===== src/rtl/fseq_pkg.sv =====
package fseq_pkg;

  typedef enum logic [2:0] {
    OP_NONE  = 3'd0,
    OP_PROG  = 3'd1,
    OP_WRITE = 3'd2,
    OP_SECT  = 3'd3,
    OP_BLK   = 3'd4,
    OP_BANK  = 3'd5
  } op_e;

  typedef enum logic [1:0] {
    KIND_NONE,
    KIND_PROG,
    KIND_WRITE,
    KIND_ERASE
  } kind_e;

  localparam int unsigned N_STEPS = 6;

endpackage


===== src/rtl/fseq_strobe_sync.sv =====
module fseq_strobe_sync #(
  parameter int unsigned AW          = 16,
  parameter int unsigned DW          = 16,
  parameter int unsigned NB          = 3,
  parameter int unsigned SYNC_STAGES = 2,
  localparam int unsigned BW         = (NB > 1) ? $clog2(NB) : 1
) (
  input  logic          clk_i,
  input  logic          rst_ni,
  input  logic          we_ni,
  input  logic          oe_ni,
  input  logic [NB-1:0] be_ni,
  input  logic [AW-1:0] addr_i,
  input  logic [DW-1:0] data_i,
  output logic          cyc_end_o,
  output logic [BW-1:0] cyc_bank_o,
  output logic [AW-1:0] cyc_addr_o,
  output logic [DW-1:0] cyc_data_o
);

  localparam int unsigned CW = NB + 2;

  logic [CW-1:0] ctl_raw;
  logic [CW-1:0] stage_q [SYNC_STAGES];
  logic [CW-1:0] ctl_s;
  logic          we_s, oe_s;
  logic [NB-1:0] be_s;
  logic          act, act_q;
  logic [BW-1:0] bank_idx, bank_q;
  logic [AW-1:0] addr_q;
  logic [DW-1:0] data_q;

  assign ctl_raw = {we_ni, oe_ni, be_ni};

  for (genvar g = 0; g < SYNC_STAGES; g++) begin : g_sync
    if (g == 0) begin : g_first
      always_ff @(posedge clk_i or negedge rst_ni) begin
        if (!rst_ni) stage_q[g] <= '1;
        else         stage_q[g] <= ctl_raw;
      end
    end else begin : g_next
      always_ff @(posedge clk_i or negedge rst_ni) begin
        if (!rst_ni) stage_q[g] <= '1;
        else         stage_q[g] <= stage_q[g-1];
      end
    end
  end

  assign ctl_s = stage_q[SYNC_STAGES-1];
  assign we_s  = ctl_s[CW-1];
  assign oe_s  = ctl_s[CW-2];
  assign be_s  = ctl_s[NB-1:0];

  // write cycle: strobe low, output enable high, exactly one bank enabled
  assign act = !we_s && oe_s && $onehot(~be_s);

  always_comb begin
    bank_idx = '0;
    for (int i = 0; i < NB; i++) begin
      if (!be_s[i]) bank_idx = BW'(i);
    end
  end

  always_ff @(posedge clk_i or negedge rst_ni) begin
    if (!rst_ni) begin
      act_q  <= 1'b0;
      bank_q <= '0;
      addr_q <= '0;
      data_q <= '0;
    end else begin
      act_q <= act;
      if (act && !act_q) begin
        addr_q <= addr_i;
        bank_q <= bank_idx;
      end
      if (act) data_q <= data_i;
    end
  end

  // close only on a strobe release; a cycle cut by output enable is dropped
  assign cyc_end_o  = act_q && !act && oe_s;
  assign cyc_bank_o = bank_q;
  assign cyc_addr_o = addr_q;
  assign cyc_data_o = data_q;

  a_r8_addr_held: assert property (@(posedge clk_i) disable iff (!rst_ni)
    (act && act_q) |=> $stable(addr_q))
    else $error("address changed inside a write cycle");

endmodule


===== src/rtl/fseq_step_fsm.sv =====
module fseq_step_fsm
  import fseq_pkg::*;
#(
  parameter int unsigned AW         = 16,
  parameter int unsigned DW         = 16,
  parameter int unsigned NB         = 3,
  parameter logic [AW-1:0] U0_ADDR  = 16'h2AA5,
  parameter logic [DW-1:0] U0_DATA  = 16'h00C3,
  parameter logic [AW-1:0] U1_ADDR  = 16'h1D5A,
  parameter logic [DW-1:0] U1_DATA  = 16'h003C,
  parameter logic [DW-1:0] CMD_PROG = 16'h00A1,
  parameter logic [DW-1:0] CMD_WR   = 16'h00A7,
  parameter logic [DW-1:0] CMD_ERS  = 16'h00E0,
  parameter logic [DW-1:0] CMD_BANK = 16'h00E1,
  parameter logic [DW-1:0] CMD_SECT = 16'h00E2,
  parameter logic [DW-1:0] CMD_BLK  = 16'h00E3,
  localparam int unsigned BW        = (NB > 1) ? $clog2(NB) : 1
) (
  input  logic          clk_i,
  input  logic          rst_ni,
  input  logic          cyc_end_i,
  input  logic [BW-1:0] cyc_bank_i,
  input  logic [AW-1:0] cyc_addr_i,
  input  logic [DW-1:0] cyc_data_i,
  input  logic [NB-1:0] busy_i,
  output logic          req_valid_o,
  output logic [BW-1:0] req_bank_o,
  output op_e           req_op_o,
  output logic [AW-1:0] req_addr_o,
  output logic [DW-1:0] req_data_o
);

  localparam int unsigned SW      = $clog2(N_STEPS);
  localparam logic [SW-1:0] ST_U0 = SW'(0);
  localparam logic [SW-1:0] ST_U1 = SW'(1);
  localparam logic [SW-1:0] ST_CM = SW'(2);
  localparam logic [SW-1:0] ST_S3 = SW'(3);
  localparam logic [SW-1:0] ST_S4 = SW'(4);
  localparam logic [SW-1:0] ST_S5 = SW'(5);
  localparam logic [BW-1:0] EE_BANK = BW'(NB - 1);

  logic [SW-1:0] step_q, step_n;
  kind_e         kind_q, kind_n;
  logic [BW-1:0] lock_q, lock_n;
  op_e           op_n;
  logic          hit_u0, hit_u1, at_u0, is_ee, bank_busy;

  assign at_u0     = (cyc_addr_i == U0_ADDR);
  assign hit_u0    = at_u0 && (cyc_data_i == U0_DATA);
  assign hit_u1    = (cyc_addr_i == U1_ADDR) && (cyc_data_i == U1_DATA);
  assign is_ee     = (cyc_bank_i == EE_BANK);
  assign bank_busy = busy_i[cyc_bank_i];

  always_comb begin
    step_n = step_q;
    kind_n = kind_q;
    lock_n = lock_q;
    op_n   = OP_NONE;
    if (cyc_end_i) begin
      step_n = ST_U0;
      kind_n = KIND_NONE;
      if (step_q == ST_U0) begin
        if (hit_u0 && !bank_busy) begin
          step_n = ST_U1;
          lock_n = cyc_bank_i;
        end
      end else if (cyc_bank_i == lock_q) begin
        unique case (step_q)
          ST_U1: if (hit_u1) step_n = ST_CM;
          ST_CM: begin
            if (at_u0 && cyc_data_i == CMD_PROG) begin
              step_n = ST_S3; kind_n = KIND_PROG;
            end else if (at_u0 && cyc_data_i == CMD_WR && is_ee) begin
              step_n = ST_S3; kind_n = KIND_WRITE;
            end else if (at_u0 && cyc_data_i == CMD_ERS) begin
              step_n = ST_S3; kind_n = KIND_ERASE;
            end
          end
          ST_S3: begin
            unique case (kind_q)
              KIND_PROG:  op_n = OP_PROG;
              KIND_WRITE: op_n = OP_WRITE;
              KIND_ERASE: if (hit_u0) begin
                step_n = ST_S4; kind_n = KIND_ERASE;
              end
              default: ;
            endcase
          end
          ST_S4: if (hit_u1) begin
            step_n = ST_S5; kind_n = KIND_ERASE;
          end
          ST_S5: begin
            if (at_u0 && cyc_data_i == CMD_BANK)       op_n = OP_BANK;
            else if (cyc_data_i == CMD_SECT)           op_n = OP_SECT;
            else if (cyc_data_i == CMD_BLK && !is_ee)  op_n = OP_BLK;
          end
          default: ;
        endcase
      end
    end
  end

  always_ff @(posedge clk_i or negedge rst_ni) begin
    if (!rst_ni) begin
      step_q      <= ST_U0;
      kind_q      <= KIND_NONE;
      lock_q      <= '0;
      req_valid_o <= 1'b0;
      req_bank_o  <= '0;
      req_op_o    <= OP_NONE;
      req_addr_o  <= '0;
      req_data_o  <= '0;
    end else begin
      step_q      <= step_n;
      kind_q      <= kind_n;
      lock_q      <= lock_n;
      req_valid_o <= (op_n != OP_NONE);
      if (op_n != OP_NONE) begin
        req_bank_o <= lock_q;
        req_op_o   <= op_n;
        req_addr_o <= cyc_addr_i;
        req_data_o <= cyc_data_i;
      end
    end
  end

  a_r6_cross_bank_abort: assert property (@(posedge clk_i) disable iff (!rst_ni)
    (cyc_end_i && step_q != ST_U0 && cyc_bank_i != lock_q) |=> (step_q == ST_U0 && !req_valid_o))
    else $error("cross-bank write did not abort");

  a_r11_busy_reject: assert property (@(posedge clk_i) disable iff (!rst_ni)
    (cyc_end_i && step_q == ST_U0 && busy_i[cyc_bank_i]) |=> (step_q == ST_U0))
    else $error("busy bank accepted a new sequence");

  a_r4_erase_after_six: assert property (@(posedge clk_i) disable iff (!rst_ni)
    (req_valid_o && (req_op_o == OP_SECT || req_op_o == OP_BLK || req_op_o == OP_BANK))
      |-> ($past(step_q) == ST_S5))
    else $error("erase issued before the sixth cycle");

  a_r5_step_range: assert property (@(posedge clk_i) disable iff (!rst_ni)
    int'(step_q) < int'(N_STEPS))
    else $error("step counter out of range");

endmodule


===== src/rtl/flash_cmd_seq.sv =====
module flash_cmd_seq
  import fseq_pkg::*;
#(
  parameter int unsigned AW          = 16,
  parameter int unsigned DW          = 16,
  parameter int unsigned NUM_BANKS   = 3,
  parameter int unsigned SYNC_STAGES = 2,
  parameter logic [AW-1:0] U0_ADDR   = 16'h2AA5,
  parameter logic [DW-1:0] U0_DATA   = 16'h00C3,
  parameter logic [AW-1:0] U1_ADDR   = 16'h1D5A,
  parameter logic [DW-1:0] U1_DATA   = 16'h003C,
  parameter logic [DW-1:0] CMD_PROG  = 16'h00A1,
  parameter logic [DW-1:0] CMD_WR    = 16'h00A7,
  parameter logic [DW-1:0] CMD_ERS   = 16'h00E0,
  parameter logic [DW-1:0] CMD_BANK  = 16'h00E1,
  parameter logic [DW-1:0] CMD_SECT  = 16'h00E2,
  parameter logic [DW-1:0] CMD_BLK   = 16'h00E3,
  localparam int unsigned BW         = (NUM_BANKS > 1) ? $clog2(NUM_BANKS) : 1
) (
  input  logic                 clk_i,
  input  logic                 rst_ni,
  input  logic                 we_ni,
  input  logic                 oe_ni,
  input  logic [NUM_BANKS-1:0] be_ni,
  input  logic [AW-1:0]        addr_i,
  input  logic [DW-1:0]        data_i,
  input  logic [NUM_BANKS-1:0] busy_i,
  output logic                 req_valid_o,
  output logic [BW-1:0]        req_bank_o,
  output logic [2:0]           req_op_o,
  output logic [AW-1:0]        req_addr_o,
  output logic [DW-1:0]        req_data_o
);

  localparam logic [BW-1:0] EE_BANK = BW'(NUM_BANKS - 1);

  logic          cyc_end;
  logic [BW-1:0] cyc_bank;
  logic [AW-1:0] cyc_addr;
  logic [DW-1:0] cyc_data;
  op_e           req_op;

  fseq_strobe_sync #(
    .AW(AW), .DW(DW), .NB(NUM_BANKS), .SYNC_STAGES(SYNC_STAGES)
  ) u_sync (
    .clk_i      (clk_i),
    .rst_ni     (rst_ni),
    .we_ni      (we_ni),
    .oe_ni      (oe_ni),
    .be_ni      (be_ni),
    .addr_i     (addr_i),
    .data_i     (data_i),
    .cyc_end_o  (cyc_end),
    .cyc_bank_o (cyc_bank),
    .cyc_addr_o (cyc_addr),
    .cyc_data_o (cyc_data)
  );

  fseq_step_fsm #(
    .AW(AW), .DW(DW), .NB(NUM_BANKS),
    .U0_ADDR(U0_ADDR), .U0_DATA(U0_DATA), .U1_ADDR(U1_ADDR), .U1_DATA(U1_DATA),
    .CMD_PROG(CMD_PROG), .CMD_WR(CMD_WR), .CMD_ERS(CMD_ERS),
    .CMD_BANK(CMD_BANK), .CMD_SECT(CMD_SECT), .CMD_BLK(CMD_BLK)
  ) u_fsm (
    .clk_i       (clk_i),
    .rst_ni      (rst_ni),
    .cyc_end_i   (cyc_end),
    .cyc_bank_i  (cyc_bank),
    .cyc_addr_i  (cyc_addr),
    .cyc_data_i  (cyc_data),
    .busy_i      (busy_i),
    .req_valid_o (req_valid_o),
    .req_bank_o  (req_bank_o),
    .req_op_o    (req_op),
    .req_addr_o  (req_addr_o),
    .req_data_o  (req_data_o)
  );

  assign req_op_o = req_op;

  a_r12_single_pulse: assert property (@(posedge clk_i) disable iff (!rst_ni)
    req_valid_o |=> !req_valid_o)
    else $error("request longer than one cycle");

  a_r12_legal_codes: assert property (@(posedge clk_i) disable iff (!rst_ni)
    req_valid_o |-> (req_op_o >= 3'd1 && req_op_o <= 3'd5 && int'(req_bank_o) < int'(NUM_BANKS)))
    else $error("illegal request code");

  a_r3_write_ee_only: assert property (@(posedge clk_i) disable iff (!rst_ni)
    (req_valid_o && req_op_o == 3'd2) |-> (req_bank_o == EE_BANK))
    else $error("word write issued to a flash bank");

  a_r4_block_flash_only: assert property (@(posedge clk_i) disable iff (!rst_ni)
    (req_valid_o && req_op_o == 3'd4) |-> (req_bank_o != EE_BANK))
    else $error("block erase issued to the EEPROM-style bank");

endmodule


===== config.mk =====
export PLATFORM = sky130hd
export DESIGN_NAME = flash_cmd_seq
export DESIGN_NICKNAME = d
export VERILOG_FILES = /design/src/rtl/fseq_pkg.sv /design/src/rtl/fseq_strobe_sync.sv /design/src/rtl/fseq_step_fsm.sv /design/src/rtl/flash_cmd_seq.sv
export SDC_FILE = /design/constraint.sdc
export NUM_CORES = 1
export LEC_CHECK = 0
export BUFFER_PORTS_ARGS = -buffer_cell sky130_fd_sc_hd__buf_4
export CAP_MARGIN = 20
export CORE_ASPECT_RATIO = 1.25
export CORE_MARGIN = 3
export CORE_UTILIZATION = 40
export CTS_BUF_LIST = sky130_fd_sc_hd__clkbuf_8
export DETAILED_ROUTE_END_ITERATION = 10
export GPL_TIMING_DRIVEN = 0
export RECOVER_POWER = 50
export SLEW_MARGIN = 0
export SYNTH_ARGS = -nofsm -noshare
export SYNTH_HDL_FRONTEND = slang
export SYNTH_SLANG_ARGS = --single-unit

===== constraint.sdc =====
create_clock -name clk_i -period 7.1 [get_ports clk_i]
set_input_delay 0 -clock clk_i [delete_from_list [all_inputs] [get_ports clk_i]]
set_output_delay 0 -clock clk_i [all_outputs]
set_load 0.02 [all_outputs]

==> impl_metrics.ini, run 1 <==
[yosys]
syn_nets = 333
yosys_warnings = 0
synth-edff-count = 0
syn-cell-area_sq_um = 3876
syn_inst = 290
yosysSeqAreaShare_pct = 58.42
synth.distinct_cells = 54
synth_top_area_cell = dfrtp_1
postSynth.asyncResetShare_pct = 100.0
yosysTopAreaCellShare_pct = 51.65
synth_area_leaders = dfrtp_1 52%, mux2_1 9.9%, mux2_2 9.0%
avgSynthCellArea_sq_um = 13.37
yosys_register_bits = 90
ys.flop_type = dfrtp_1

[clock_network]
cts_sinks = 90
cts-buffers-inserted = 9
h-tree-depth = 3
clk_path_buf_depth = 2
cts_tree = yes
post_cts_resized = 0
clk_pin_slew_worst_paths_ns = 0.08
ctsRootBufferMaster = clkbuf_8
clk_latency_ns = 0.35

[drt]
dr.pass1.iters = 4
totalWireLength_microns = 8528
vias = 2700
antenna_left = 0
route.detailed.drc = 0
viasPerCell = 4.936
detail_route.wl_per_cell_microns = 15.59
first_iter_violations = 103

[setup_path]
crit_chain = fa_1, o311ai_2, nor3_2, o221ai_2, nand2_4, buf_6, mux2_1
critPathSlowestCell = o311ai_2
arrival_ns = 3.06
r2r_cells = 7
cpPeakStageDelay_ns = 0.60
r2r_end = u_fsm.req_data_o[14]
crit_buf_inv = 1
reg2reg_slack_ns = 4.27
endpoint = u_fsm.req_data_o[14]
cp_top_family = compound AO/OA/AOI/OAI gates
crit_fanout = 10
startpoint_type = flip-flop
end_kind = flip-flop
reg2reg_from = u_sync.ctl_s[2]
crit_type = flip-flop to flip-flop
cp-startpoint = u_sync.ctl_s[2]
critPathRequiredTime_ns = 7.33
timing.critical_path.depth = 7

[sta]
hold_viol = 0
finalCritPeriodShare_pct = 39.86
holdWs_ns = 0.1761
period_minus_slack_ns = 2.830
tightest_slew_ns = 1.966
slew_headroom_pct = -31.07
rsz0062_at_grt = false
setup_violations = 0
slew_violations = 35
tns_ns = 0
fmax_mhz = 353.3
finalClockSkew_ns = 0.01350

[final_layout]
fillers = 827
n_antenna_cell = 0
nets = 462
most-common-layout-cells = 80 x dfrtp_1, 55 x buf_4, 38 x dlygate4sd3_1
drive_above_1_share_pct = 30.66
area.growth.synth_to_final_pct = 32.18
finalInstanceArea_sq_um = 5124
mostFrequentLayoutCell = dfrtp_1

[worst_hold_path]
holdCritStartpoint = busy_i[1]
hp-class = primary input to flip-flop

[status]
violations = capacitance limit, slew limit
status = finished, violations left

[placed_design]
port_buffers = 79
dpl.hpwl_microns = 6176
globalplace.congestion = 0.8485
post_dp_cell_area_sq_um = 4651

[floorplan]
rows = 39
die_area_sq_um = 10910
ios = 80
core_area_sq_um = 9271
die_w_microns = 94.05
die_h_microns = 116.1
start_util_pct = 41.81

[global_route]
overflow = 0
antenna_found_initial = 0
first_global_vias = 2884
grt_max_degree = 57
grt_usage_pct = 17.11
grt_first_pass_wirelength_microns = 14340

[pwr]
vdd_drop_max_v = 0.0001338
leakagePower_nw = 2.406
p_per_area_nw_per_um2 = 226.9

[flow_run]
drv_cap = 1
[sequential cells by signal (all words and copies together) (netlist names)]
| signal | cells |
|---|---|
| u_sync.act_q | 1 |
| u_fsm.req_bank_o | 2 |
| u_fsm.req_addr_o | 16 |
| u_sync.stage_q | 5 |
| u_sync.ctl_s | 5 |
| u_fsm.req_valid_o | 1 |
| u_sync.cyc_addr_o | 16 |
| u_fsm.req_op_o | 3 |
| u_fsm.lock_q | 2 |
| u_fsm.kind_q | 2 |
| u_fsm.req_data_o | 16 |
| u_fsm.step_q | 3 |
| u_sync.cyc_data_o | 16 |
| u_sync.cyc_bank_o | 2 |
[cell usage after synthesis (5+ instances only)]
cell,n
dfrtp_1,80
nand3_1,8
dfstp_2,10
nor4_1,7
mux2_2,31
nor2_1,9
clkbuf_1,5
mux2_1,34
nand2b_1,5
o21ai_0,9
nand2_1,20
[power by group]
group | total, W | switching [W] | internal, W
clock network | 0.000299 | 0.000167 | 0.000132
registers | 0.000656 | 0.0000718 | 0.000584
logic | 0.000208 | 0.0000926 | 0.000116
[kinds of logic (layout without fill, tap and decap cells)]
group	Yosys count	count (layout)	synth area share, %
flops	90	90	58.42
simple gates	89	89	14.30
mux	66	66	19.14
compound gates	24	24	4.455
buf+inv	16	150	2.259
xor+xnor	4	4	0.9037
fa+ha+maj	1	1	0.5165
[worst reg2reg max path: stages, from the launching register on]
cell      delay [ns]
dfstp_2         0.56
fa_1            0.44
o311ai_2        0.60
nor3_2          0.23
o221ai_2        0.18
nand2_4         0.18
buf_6           0.20
mux2_1          0.32
[stage by stage]
step	util, %	std cells	setup WS [ns]	power, W
after floorplan	-	290	4.684	0.0007741
after global placement	49.86	492	4.301	0.0008514
after CTS	56.07	547	4.256	0.001179
after global routing	55.26	547	4.086	0.001236
final	55.26	547	4.270	0.001163
after detailed placement	50.16	493	4.264	0.0008606
[timing repair]
item / CTS / global route
endpoints found under the hold margin: 71 / 0
hold buffers: 38 / 0
setup buffers: 0 / 0
[routing by layer]
layer	up-vias	wire length, microns	global-route usage [%]
met3	13	309	2.922
met2	58	4317	28.80
met4	0	167	7.707
li1	1309	-	-
met5	-	0	0
met1	1320	3734	21.58
[worst min-delay path by stage]
stage,slack (ns),end,cells after the start
5_1_grt,0.19,u_fsm.lock_q[0],4
3_3_place_gp,0.11,u_sync.stage_q[5],1
6_report,0.18,u_fsm.lock_q[0],4
3_5_place_dp,-0.002,u_fsm.req_op_o[0],1
4_1_cts,0.15,u_fsm.lock_q[0],4
2_1_floorplan,-0.30,u_fsm.kind_q[0],0
[layout make-up]
class | count | area [sq um] | area share, %
Sequential cell | 90 | 2265 | 44.20
Tap cell | 123 | 153.9 | 3.004
Inverter | 5 | 18.77 | 0.3663
Clock buffer | 10 | 137.6 | 2.686
Buffer | 11 | 68.82 | 1.343
Multi-Input combinational cell | 184 | 1524 | 29.74
Clock inverter | 6 | 30.03 | 0.5861
Timing Repair Buffer | 118 | 925.9 | 18.07
Power figures use the tool's default switching activity.
==> run 2: changes to the inputs <==
==> constraint.sdc (replaced) <==
create_clock -name clk_i -period 2.4 [get_ports clk_i]
set_input_delay 0 -clock clk_i [delete_from_list [all_inputs] [get_ports clk_i]]
set_output_delay 0 -clock clk_i [all_outputs]
set_load 0.02 [all_outputs]
==> run 2 against run 1 <==
The run ends with setup timing left. Via count increased by 3.4%. Fmax is 14% higher. Hold slack got worse by 0.0036 ns. Clock power rose to 3.1 times the previous value. Total power rose to 3.1 times the previous value. Sequential share of layout area shrank 2.8 points. Sequential power rose to 3.0 times the previous value. Final cell count grew 2.4%. Clock skew is 0.00057 ns lower. Global-route usage up 0.29 points. Largest cell class unchanged.
==> impl_metrics.ini, run 2 (synthesis results as in run 1) <==
[pwr]
power.share.switching_pct = 29.89
p_comb_share_pct = 18.4
vdd_drop_max_v = 0.0005031
p_per_area_nw_per_um2 = 650.9
power_frac_clock_pct = 26.4
finalPower_w = 0.003558
seq_power_share_pct = 55.2
internal_power_w = 0.002494
power_switching_w = 0.001063
leakagePower_nw = 2.606

[floorplan]
ios = 80
start_util_pct = 41.81
rows = 39
core_area_sq_um = 9271
die_area_sq_um = 10910
die_w_microns = 94.05
die_h_microns = 116.1

[drt]
detail_route.wl_per_cell_microns = 15.88
antenna_left = 0
viasPerCell = 4.986
dr.pass1.iters = 4
vias = 2792
totalWireLength_microns = 8892
route.detailed.drc = 0
first_iter_violations = 100

[global_route]
overflow = 0
grt_max_degree = 55
grt_usage_pct = 17.40
grt_first_pass_wirelength_microns = 14600
antenna_found_initial = 0
first_global_vias = 2953

[setup_path]
r2r_end = u_fsm.req_data_o[2]
reg2reg_from = u_sync.ctl_s[2]
arrival_ns = 2.72
cp_common_cell = buf_6
critPathSlowestCell = dfstp_2
startpoint_type = flip-flop
crit_fanout = 10
reg2reg_slack_ns = -0.09
crit_chain = fa_1, buf_6, o311ai_4, nor3_4, buf_6, o221ai_4, nand2_4, buf_6, mux2_1
r2r_cells = 9
critPathRequiredTime_ns = 2.63
end_kind = flip-flop
crit_type = flip-flop to flip-flop
crit_buf_inv = 3
cpPeakStageDelay_ns = 0.55
cp_top_family = flip-flops

[placed_design]
globalplace.congestion = 0.8417
dpl.hpwl_microns = 6141
dp_cells = 493
port_buffers = 79

[clock_network]
cts_sinks = 90
clk_latency_ns = 0.35
cts_tree = yes
clk_pin_slew_worst_paths_ns = 0.09
ctsRootBufferMaster = clkbuf_8
clk_path_buf_depth = 2
h-tree-depth = 3
cts-buffers-inserted = 9

[sta]
timing.final.ws_setup_ns = -0.08509
slew_violations = 0
slew_headroom_pct = 22.53
setup_violations = 36
period_minus_slack_ns = 2.485
hold_viol = 0
tightest_slew_ns = 1.162
fmax_mhz = 402.4
finalClockSkew_ns = 0.01293
finalCritPeriodShare_pct = 103.5
rsz0062_at_grt = true

[final_layout]
drive_above_1_share_pct = 42.56
n_antenna_cell = 0
mostFrequentLayoutCell = buf_4
area.growth.synth_to_final_pct = 41.03
most-common-layout-cells = 84 x buf_4, 80 x dfrtp_1, 38 x dlygate4sd3_1
final_cells = 560
nets = 475

[worst_hold_path]
whs_path_depth = 4
holdCritStartpoint = busy_i[1]
hp-class = primary input to flip-flop
hold_end = u_fsm.lock_q[0]

[status]
status = finished, violations left
violations = setup timing

[flow_run]
drv_cap = 0
==> run 2: power groups by stage <==
| stage | clock [W] | combinational, W | sequential [W] |
|---|---|---|---|
| 6_report | 0.000940 | 0.000654 | 0.00196 |
| 5_1_grt | 0.00105 | 0.000716 | 0.00200 |
| 4_1_cts | 0.000973 | 0.000645 | 0.00196 |
| 3_5_place_dp | 0 | 0.000574 | 0.00197 |
| 3_3_place_gp | 0 | 0.000557 | 0.00196 |
| 2_1_floorplan | 0 | 0.000403 | 0.00189 |
==> run 2: tightest hold or removal path, delay by kind of cell <==
family          cells  cell delay (ns)
compound gates      3             0.40
buf+inv             1             0.09
==> run 2: through the flow <==
step           util (%)  setup slack (ns)  cell area, sq um  setup TNS (ns)  hold slack [ns]
3_5_place_dp      50.18           -0.4240              4652          -17.89         0.006188
4_1_cts           57.19          -0.05649              5303          -1.529           0.1316
5_1_grt           58.96           -0.1729              5466          -5.425           0.2326
3_3_place_gp      49.88           -0.4039              4624          -16.90           0.1083
2_1_floorplan         -           0.02322              3877               0          -0.2956
6_report          58.96          -0.08509              5466          -2.203           0.1725
==> run 2: how the worst max path moves through the flow <==
stage,start,endpoint,slack (ns),depth (start not counted)
floorplan,u_sync.ctl_s[0],u_fsm.req_data_o[1],0.02,7
global route,u_sync.ctl_s[2],u_fsm.req_data_o[2],-0.17,9
CTS,u_sync.ctl_s[2],u_fsm.lock_q[1],-0.06,7
detailed placement,u_sync.ctl_s[0],u_fsm.req_addr_o[15],-0.42,7
global placement,u_sync.ctl_s[2],u_fsm.req_data_o[14],-0.40,7
finish,u_sync.ctl_s[2],u_fsm.req_data_o[2],-0.09,9
==> run 2: per-layer routing <==
metal | track usage [%] | share of wire [%] | wire [microns] | vias up
met4 | 7.033 | 1.9 | 170 | 0
met5 | 0 | 0 | 0 | -
met1 | 21.96 | 43 | 3854 | 1376
met3 | 4.026 | 3.9 | 348 | 14
li1 | - | - | - | 1340
met2 | 28.90 | 51 | 4518 | 62
==> run 2: what timing repair did <==
| item | CTS | global route |
|---|---|---|
| buffers inserted | 5 | 8 |
| gates cloned | 0 | 1 |
| gates resized for setup | 10 | 26 |
| pin swaps | 9 | 6 |
| hold buffers | 38 | 0 |
| endpoints found under the hold margin | 73 | 0 |
| endpoints found under the setup margin | 63 | 67 |
==> run 2: final cells by class <==
cell class / count / area [sq um]
clock inverters: 6 / 42.54
plain buffers: 10 / 86.33
flip-flops and latches: 90 / 2265
multi-input cells: 184 / 1653
well taps: 123 / 153.9
repair buffers: 132 / 1110
fillers: 781 / 3805
clock buffers: 10 / 137.6
inverters: 5 / 18.77
==> run 3: changes to the inputs <==
--- a/config.mk
+++ b/config.mk
@@ -8,11 +8,12 @@
 export BUFFER_PORTS_ARGS = -buffer_cell sky130_fd_sc_hd__buf_4
 export CAP_MARGIN = 20
 export CORE_ASPECT_RATIO = 1.25
-export CORE_MARGIN = 3
-export CORE_UTILIZATION = 40
+export CORE_MARGIN = 1
+export CORE_UTILIZATION = 51
 export CTS_BUF_LIST = sky130_fd_sc_hd__clkbuf_8
 export DETAILED_ROUTE_END_ITERATION = 10
 export GPL_TIMING_DRIVEN = 0
+export PLACE_DENSITY = 0.78
 export RECOVER_POWER = 50
 export SLEW_MARGIN = 0
 export SYNTH_ARGS = -nofsm -noshare
==> run 3 against run 2 <==
The flow now finishes without violations. Final area grew 0.64%. Die area shrank 27%. Routed wire length grew 4.3%. First-iteration DRC count grew 68%. Via count grew 5.0%. Combinational power grew 3%. Clock power grew 16%. Critical path type unchanged.
==> impl_metrics.ini, run 3 (synthesis results as in run 1) <==
[setup_path]
end_kind = flip-flop
crit_buf_inv = 2
cpPeakStageDelay_ns = 0.56
arrival_ns = 2.63
crit_fanout = 6
cp_top_family = flip-flops
crit_chain = fa_2, o311ai_4, nor3_4, buf_6, nand4_4, nand2_8, buf_4, mux2_1
critPathSlowestCell = dfstp_2
startpoint_type = flip-flop
crit_type = flip-flop to flip-flop
critPathRequiredTime_ns = 2.64

[floorplan]
core_area_sq_um = 7357
die_h_microns = 99.47
ios = 80
die_w_microns = 79.98
die_area_sq_um = 7955
start_util_pct = 52.69
rows = 35

[placed_design]
globalplace.congestion = 0.8762
dpl.hpwl_microns = 5682
port_buffers = 79
post_dp_cell_area_sq_um = 4586

[clock_network]
clk_pin_slew_worst_paths_ns = 0.10
cts-buffers-inserted = 9
ctsRootBufferMaster = clkbuf_8
cts_sinks = 90
clk_latency_ns = 0.36
h-tree-depth = 3
clk_path_buf_depth = 2
cts_tree = yes

[sta]
holdWs_ns = 0.1350
hold_viol = 0
fmax_mhz = 418.2
setup_violations = 0
period_minus_slack_ns = 2.391
tightest_slew_ns = 1.201
finalClockSkew_ns = 0.01068
finalCritPeriodShare_pct = 99.64
slew_headroom_pct = 19.91
rsz0062_at_grt = true
slew_violations = 0

[pwr]
leakagePower_nw = 2.600
p_per_area_nw_per_um2 = 680.1
vdd_drop_max_v = 0.0005057

[final_layout]
area.growth.synth_to_final_pct = 41.93
n_antenna_cell = 0
mostFrequentLayoutCell = buf_4
nets = 474
final_util_pct = 74.78
fillers = 474
finalInstanceArea_sq_um = 5502
most-common-layout-cells = 84 x buf_4, 80 x dfrtp_1, 38 x dlygate4sd3_1
drive_above_1_share_pct = 44.95
multi_input_area_sq_um = 1707
seq_area_sq_um = 2265

[global_route]
grt_usage_pct = 23.93
grt_max_degree = 91
antenna_found_initial = 0
first_global_vias = 2885
grt_first_pass_wirelength_microns = 14180
overflow = 0

[worst_hold_path]
hp-class = primary input to flip-flop

[drt]
dr.pass1.iters = 4
detail_route.wl_per_cell_microns = 17.56
totalWireLength_microns = 9272
route.detailed.drc = 0
first_iter_violations = 168
viasPerCell = 5.551
antenna_left = 0
vias = 2931

[flow_run]
drv_cap = 0

[status]
status = finished clean
## run 3: through the flow
step,worst slack [ns],cells,setup TNS [ns],total power (W)
after CTS,-0.07948,521,-0.07948,0.003697
final,0.008640,528,0,0.003742
after global placement,-0.3745,461,-15.06,0.002508
after detailed placement,-0.4558,461,-18.95,0.002535
after global routing,-0.08528,528,-3.064,0.003898
after floorplan,0.02322,290,0,0.002290
## run 3: report_power, final
part / internal (W) / total [W] / switching (W)
registers: 0.00173 / 0.00198 / 0.000252
clock network: 0.000522 / 0.00109 / 0.000568
logic: 0.000359 / 0.000671 / 0.000311
total: 0.00261 / 0.00374 / 0.00113
## run 3: worst paths after layout
check / startpoint / endpoint / slack [ns] / cells past startpoint
worst min register to register: u_sync.stage_q[8] / u_sync.ctl_s[3] / 0.36 / 0
worst max-delay path: u_sync.ctl_s[2] / u_fsm.req_addr_o[5] / 0.009 / 8
max in group asynchronous: rst_ni / u_fsm.req_addr_o[8] / 0.41 / 3
worst min-delay path: busy_i[1] / u_fsm.lock_q[0] / 0.14 / 4
min in group asynchronous: rst_ni / u_sync.cyc_data_o[9] / 0.40 / 2
worst max register to register: u_sync.ctl_s[2] / u_fsm.req_addr_o[5] / 0.009 / 8
## run 3: layout make-up
type | instances | share of cell area (%)
flip-flops and latches | 90 | 41.16
multi-input cells | 184 | 31.02
repair buffers | 130 | 19.79
clock buffers | 10 | 2.502
well taps | 92 | 2.092
plain buffers | 11 | 1.751
clock inverters | 6 | 1.342
inverters | 5 | 0.3411
## run 3: layer usage
| metal | track usage, % | wire length [microns] |
|---|---|---|
| met3 | 5.780 | 585 |
| met1 | 29.50 | 3584 |
| met4 | 9.615 | 231 |
| met5 | 0 | 0 |
| met2 | 40.24 | 4871 |
## run 3: tightest hold or removal path: stages
cell      delay [ns]
buf_4           0.08
a311oi_1        0.08
o211ai_1        0.19
o21ai_0         0.10
## run 3: what timing repair did
item	4_1_cts	5_1_grt
resized for setup	16	31
hold buffers	38	0
hold endpoints to repair	117	0
cloned	0	1
pin swaps	5	5
setup endpoints to repair	63	59
setup buffers	6	5
